**config.mk**
```make
export PLATFORM = sky130hd
export DESIGN_NAME = cfg_stream_seq
export DESIGN_NICKNAME = d
export VERILOG_FILES = /design/src/rtl/cfg_seq_pkg.sv /design/src/rtl/cfg_seq_store.sv /design/src/rtl/cfg_seq_counter.sv /design/src/rtl/cfg_seq_drive.sv /design/src/rtl/cfg_stream_seq.sv
export SDC_FILE = /design/constraint.sdc
export NUM_CORES = 1
export LEC_CHECK = 0
export BUFFER_PORTS_ARGS = -buffer_cell sky130_fd_sc_hd__buf_2
export CAP_MARGIN = 20
export CORE_AREA = 2 2 117 119
export CTS_CLUSTER_DIAMETER = 80
export DETAILED_ROUTE_END_ITERATION = 8
export DIE_AREA = 0 0 119 121
export SYNTH_ARGS = -nofsm -noshare
export SYNTH_HDL_FRONTEND = slang
export SYNTH_SLANG_ARGS = --single-unit
```
**constraint.sdc**
```tcl
create_clock -name clk -period 2.5 [get_ports clk]
set_input_delay 0.125 -clock clk [delete_from_list [all_inputs] [get_ports clk]]
set_output_delay 0.125 -clock clk [all_outputs]
set_load 0.005 [all_outputs]
```
**src/rtl/cfg_seq_pkg.sv**
```systemverilog
// Package: shared constants and the readout-width type of the sequencer.
// Assumes: bytes are 8 bits; serial order is most significant bit first.
package cfg_seq_pkg;
    localparam int BYTE_W    = 8;
    localparam int BIT_IDX_W = 3;

    typedef enum logic {
        RD_SERIAL = 1'b0,
        RD_WIDE   = 1'b1
    } rd_mode_e;
endpackage

```
**src/rtl/cfg_seq_store.sv**
```systemverilog
// Module: byte array holding the image. Synchronous write, combinational read.
// Assumes: the writer does not change a byte in the cycle it is being read.
module cfg_seq_store #(
    parameter int AW = 4
) (
    input  logic          clk,
    input  logic          wr_en,
    input  logic [AW-1:0] wr_addr,
    input  logic [7:0]    wr_data,
    input  logic [AW-1:0] rd_addr,
    output logic [7:0]    rd_data
);
    localparam int SLOTS = 1 << AW;

    logic [7:0] mem_q [SLOTS];

    // Purpose: write one byte per qualified edge.
    always_ff @(posedge clk) begin
        if (wr_en) begin
            mem_q[wr_addr] <= wr_data;
        end
    end

    // Purpose: present the addressed byte to the output stage.
    always_comb begin
        rd_data = mem_q[rd_addr];
    end
endmodule

```
**src/rtl/cfg_seq_counter.sv**
```systemverilog
// Module: read position (byte address + bit index), passed-end flag and the
// latched readout width. Synchronous active-low reset via en_rst_n.
// Assumes: LAST_BYTE fits in AW bits.
module cfg_seq_counter
    import cfg_seq_pkg::*;
#(
    parameter int AW        = 4,
    parameter int LAST_BYTE = 15
) (
    input  logic                 clk,
    input  logic                 sel_n,
    input  logic                 en_rst_n,
    input  logic                 wide_i,
    output logic [AW-1:0]        byte_q,
    output logic [BIT_IDX_W-1:0] bit_q,
    output logic                 done_q,
    output rd_mode_e             mode_q
);
    localparam logic [AW-1:0]        LAST_A  = AW'(LAST_BYTE);
    localparam logic [BIT_IDX_W-1:0] LAST_BI = '1;

    logic step;
    logic byte_end;
    logic at_last;

    // Purpose: decide whether this edge advances and where the position wraps.
    always_comb begin
        step     = !sel_n && en_rst_n && !done_q;
        byte_end = (mode_q == RD_WIDE) || (bit_q == LAST_BI);
        at_last  = byte_end && (byte_q == LAST_A);
    end

    // Purpose: update position, end flag and latched mode.
    always_ff @(posedge clk) begin
        if (!en_rst_n) begin
            byte_q <= '0;
            bit_q  <= '0;
            done_q <= 1'b0;
            mode_q <= rd_mode_e'(wide_i);
        end else if (step) begin
            if (at_last) begin
                done_q <= 1'b1;
            end else if (byte_end) begin
                byte_q <= byte_q + 1'b1;
                bit_q  <= '0;
            end else begin
                bit_q  <= bit_q + 1'b1;
            end
        end
    end


    // Reset edge must return the position to the start.
    pos_reset_chk: assert property (@(posedge clk)
        !en_rst_n |=> (byte_q == '0 && bit_q == '0 && !done_q));


    // Standby edge leaves the position untouched.
    standby_hold_chk: assert property (@(posedge clk) disable iff (!en_rst_n)
        (sel_n && en_rst_n) |=> ($stable(byte_q) && $stable(bit_q) && $stable(done_q)));


    // Once past the end, the position is frozen.
    end_freeze_chk: assert property (@(posedge clk) disable iff (!en_rst_n)
        (done_q && en_rst_n) |=> (done_q && $stable(byte_q) && $stable(bit_q)));


    // The latched mode only moves on reset edges.
    mode_hold_chk: assert property (@(posedge clk) disable iff (!en_rst_n)
        en_rst_n |=> $stable(mode_q));
endmodule

```
**src/rtl/cfg_seq_drive.sv**
```systemverilog
// Module: output stage. Selects the serial bit or whole byte, forms the
// per-pin enables and the hand-off output with the chosen polarity.
// Assumes: inputs are the registered position from cfg_seq_counter.
module cfg_seq_drive
    import cfg_seq_pkg::*;
#(
    parameter bit HANDOFF_HIGH = 1'b0
) (
    input  logic                 clk,
    input  logic                 sel_n,
    input  logic                 en_rst_n,
    input  logic                 done_q,
    input  rd_mode_e             mode_q,
    input  logic [BIT_IDX_W-1:0] bit_q,
    input  logic [7:0]           cur_byte,
    output logic [7:0]           dq_o,
    output logic [7:0]           dq_oe,
    output logic                 handoff_o
);
    logic drive_en;
    logic handoff_act;
    logic ser_bit;

    // Purpose: qualify driving and hand-off from the controls and end flag.
    always_comb begin
        drive_en    = !sel_n && en_rst_n && !done_q;
        handoff_act = !sel_n && en_rst_n && done_q;
        ser_bit     = cur_byte[3'd7 - bit_q];
    end

    // Purpose: form pin values and enables for the latched width.
    always_comb begin
        dq_o  = '0;
        dq_oe = '0;
        if (drive_en) begin
            if (mode_q == RD_WIDE) begin
                dq_o  = cur_byte;
                dq_oe = '1;
            end else begin
                dq_o[0]  = ser_bit;
                dq_oe[0] = 1'b1;
            end
        end
    end

    // Purpose: apply the hand-off polarity chosen at elaboration.
    generate
        if (HANDOFF_HIGH) begin : g_ho_high
            assign handoff_o = handoff_act;
        end else begin : g_ho_low
            assign handoff_o = !handoff_act;
        end
    endgenerate


    // Hand-off active implies select is asserted.
    handoff_sel_chk: assert property (@(posedge clk) disable iff (!en_rst_n)
        (handoff_o == HANDOFF_HIGH) |-> !sel_n);


    // Reset forces hand-off inactive and pins released.
    reset_release_chk: assert property (@(posedge clk)
        !en_rst_n |-> (handoff_o != HANDOFF_HIGH && dq_oe == '0));


    // Serial mode never enables more than pin 0.
    serial_pins_chk: assert property (@(posedge clk) disable iff (!en_rst_n)
        (mode_q == RD_SERIAL) |-> (dq_oe[7:1] == '0));


    // Data pins and hand-off are never both active.
    no_overlap_chk: assert property (@(posedge clk) disable iff (!en_rst_n)
        !(dq_oe != '0 && handoff_o == HANDOFF_HIGH));
endmodule

```
**src/rtl/cfg_stream_seq.sv**
```systemverilog
// Module: top of the configuration stream sequencer. Ties the byte array,
// the position counter and the output stage together.
// Assumes: en_rst_n is held low for at least one edge before streaming.
module cfg_stream_seq
    import cfg_seq_pkg::*;
#(
    parameter int LAST_BYTE    = 15,
    parameter bit HANDOFF_HIGH = 1'b0,
    localparam int AW = (LAST_BYTE > 0) ? $clog2(LAST_BYTE + 1) : 1
) (
    input  logic          clk,
    input  logic          sel_n,
    input  logic          en_rst_n,
    input  logic          wide_i,
    input  logic          ld_en,
    input  logic [AW-1:0] ld_addr,
    input  logic [7:0]    ld_data,
    output logic [7:0]    dq_o,
    output logic [7:0]    dq_oe,
    output logic          handoff_o
);
    logic [AW-1:0]        byte_q;
    logic [BIT_IDX_W-1:0] bit_q;
    logic                 done_q;
    rd_mode_e             mode_q;
    logic [7:0]           cur_byte;

    cfg_seq_store #(.AW(AW)) u_store (
        .clk     (clk),
        .wr_en   (ld_en),
        .wr_addr (ld_addr),
        .wr_data (ld_data),
        .rd_addr (byte_q),
        .rd_data (cur_byte)
    );

    cfg_seq_counter #(.AW(AW), .LAST_BYTE(LAST_BYTE)) u_cnt (
        .clk      (clk),
        .sel_n    (sel_n),
        .en_rst_n (en_rst_n),
        .wide_i   (wide_i),
        .byte_q   (byte_q),
        .bit_q    (bit_q),
        .done_q   (done_q),
        .mode_q   (mode_q)
    );

    cfg_seq_drive #(.HANDOFF_HIGH(HANDOFF_HIGH)) u_drv (
        .clk       (clk),
        .sel_n     (sel_n),
        .en_rst_n  (en_rst_n),
        .done_q    (done_q),
        .mode_q    (mode_q),
        .bit_q     (bit_q),
        .cur_byte  (cur_byte),
        .dq_o      (dq_o),
        .dq_oe     (dq_oe),
        .handoff_o (handoff_o)
    );


    // Standby or reset never lets the hand-off appear from nothing.
    handoff_rise_chk: assert property (@(posedge clk) disable iff (!en_rst_n)
        (sel_n && handoff_o != HANDOFF_HIGH) |=> (sel_n || $stable(done_q)));
endmodule

```
==> flow_summary.json <==
{
  "dpl_worst_slack_ps": 77.7,
  "grt_start_max_net_pins": 18,
  "fin_cells": 572,
  "synth_top_cell_by_area": "edfxtp_1",
  "num_io_pins": 34,
  "yosys_warnings": 0,
  "power_leakage_nw": 2.36,
  "clk_path_buf_depth": 2,
  "rows": 42,
  "power_w": 0.00518,
  "placed_cells": 528,
  "maxClockFrequency_mhz": 389,
  "antenna_found_initial": 0,
  "finalCriticalPeriod_ps": 2570,
  "detail-route-antenna-nets": 0,
  "gr-usage-all-layers": 0.186,
  "grt_pass1_vias": 3222,
  "yosysSeqAreaShare": 0.714,
  "setup.worst_path.class": "flop to output port",
  "die-area_sq_mm": 0.0144,
  "detail_route.drc_violations": 0,
  "clock_sink_count": 141,
  "tightest_slew_ps": 465,
  "async_flop_share": 0,
  "cts_buffers": 17,
  "slew_viol_final": 0,
  "via_per_inst": 5.46,
  "grt_first_pass_wirelength_mm": 18.8,
  "r2r-start": "u_cnt.bit_q[0]",
  "routabilityCongestion": 0.908,
  "worstPathArrival_ps": 2440,
  "synthTopCellsByArea": "edfxtp_1, mux4_1, mux4_2, dfxtp_1, nor2_1",
  "hold_class": "input pin to flop",
  "fp.dieW_um": 119,
  "postLayoutCellArea_sq_mm": 0.00694,
  "cts_tree": "done",
  "routed_wl_mm": 12.3,
  "synth_edf_count": 129,
  "post-synth-top-count-cell": "edfxtp_1",
  "outcome": "finished, violations left",
  "syn_inst": 310,
  "synth_ff_type": "edfxtp_1",
  "max-vdd-ir-drop_mv": 0.423,
  "root_buffer": "clkbuf_16",
  "hp-start": "sel_n",
  "power_density_mw_per_mm2": 747,
  "antenna_cells": 0,
  "place_area_sq_mm": 0.00622,
  "area_growth_pct": 20.4,
  "cp_max_fo": 13,
  "critPathRequiredTime_ps": 2380,
  "skew_ps": 4.57,
  "vias": 3123,
  "grt_overflow": 0,
  "drt_first_pass_iters": 4,
  "ys_ff_latch": 141,
  "yosys.area.top_type_share": 0.672,
  "fp.dieH_um": 121,
  "synth.distinct_cells": 43,
  "htreeDepth": 4,
  "clk_pin_slew_worst_paths_ps": 60,
  "fillers": 1027,
  "setup_slack_ps": -67.5,
  "critPathCaptureType": "output port",
  "cp-start-kind": "flop",
  "first_iter_violations": 210,
  "max-cap-violations": 0,
  "period_share": 1.03,
  "syn_nets": 330,
  "setup_viol": 1,
  "io_buffer_count": 33,
  "final_net_count": 405,
  "rsz0062_at_grt": "true",
  "wl_per_cell_um": 21.4,
  "clk-insertion-delay-late_ps": 420,
  "synthTopCellsByCount": "edfxtp_1, nor2_1, mux4_2",
  "syn_avg_cell_area_sq_um": 18.6,
  "slew_headroom": 0.689,
  "drive_above_1_share": 0.369,
  "mappedNetlistArea_sq_mm": 0.00577,
  "coreArea_sq_mm": 0.0131,
  "floorplan.initialDensity": 0.441,
  "hold_viol": 0,
  "hold_slack_ps": 21.9,
  "hpwl_mm": 8.19,
  "violations": "setup timing"
}
-- path summary, 6_finish.rpt --
check	end	slack [ps]	cells after the start
hold / removal	u_cnt.done_q	20	4
setup reg to reg	flop	650	7
setup / recovery	dq_o[0]	-70	7
hold reg to reg	u_cnt.done_q	510	2
-- through the flow --
step / utilization / setup TNS [ps]
global route: 0.531 / -114
detailed placement: 0.475 / 0
global placement: 0.475 / 0
finish: 0.531 / -67.5
CTS: 0.528 / -28.2
floorplan: - / 0
-- metal layers --
layer	GRT usage	wire (um)	up-vias	part of all wire
met4	0.0774	310	0	0.025
met3	0.0569	640	24	0.052
met2	0.290	6020	104	0.49
met1	0.244	5290	1587	0.43
met5	0	0	-	0
li1	-	-	1408	-
-- what timing repair did --
action / CTS / global route
hold buffers: 1 / 0
pin swaps: 9 / 3
setup endpoints to repair: 1 / 1
setup buffers: 12 / 1
endpoints found under the hold margin: 1 / 0
resized for setup: 26 / 5
-- sequential cells by signal, summed over array words and instances, names as in the netlist, named ones only --
signal	flops
u_cnt.byte_q	4
u_cnt.done_q	1
u_store.mem_q	128
u_cnt.mode_q	1
u_cnt.bit_q	3
-- placed cells by master (no fill, tap or decap), drive strengths merged, types with 7 or more instances in the layout --
cell type  instances
edfxtp           129
buf               72
mux4              30
nor2              28
clkbuf            18
dfxtp             12
nand2              9
nor3               9
clkinv             9
a22oi              8
mux2i              7
-- power breakdown --
part / leakage (nW) / switching, W / internal, W
clock: 0.260 / 0.000876 / 0.00142
sequential: 1.27 / 0.0000196 / 0.00262
combinational: 0.833 / 0.000136 / 0.000108
total: 2.36 / 0.00103 / 0.00415
-- critical path, stage by stage (launching register included) --
cell     delay, ps
dfxtp_4        380
buf_12         160
mux4_2         540
a22oi_2        250
a21oi_2        110
o32ai_2        300
o31ai_2        130
buf_2          140
-- layout make-up --
class | instances | area (sq um) | area share
well taps | 176 | 220 | 0.0317
clock inverters | 12 | 105 | 0.0151
flip-flops and latches | 141 | 4130 | 0.594
clock buffers | 18 | 429 | 0.0618
inverters | 4 | 15.0 | 0.00216
repair buffers | 73 | 509 | 0.0733
multi-input cells | 148 | 1540 | 0.222
-- kinds of logic after synthesis --
logic type	count (synthesis)	synth area share
AOI/OAI and AO/OA	31	0.0430
buffers and inverters	21	0.0293
xor gates and xnor gates	3	0.00456
DFF	141	0.714
adders and majority gates	3	0.00651
muxes	37	0.138
and+or+nand+nor	74	0.0647
Power figures use the tool's default switching activity.
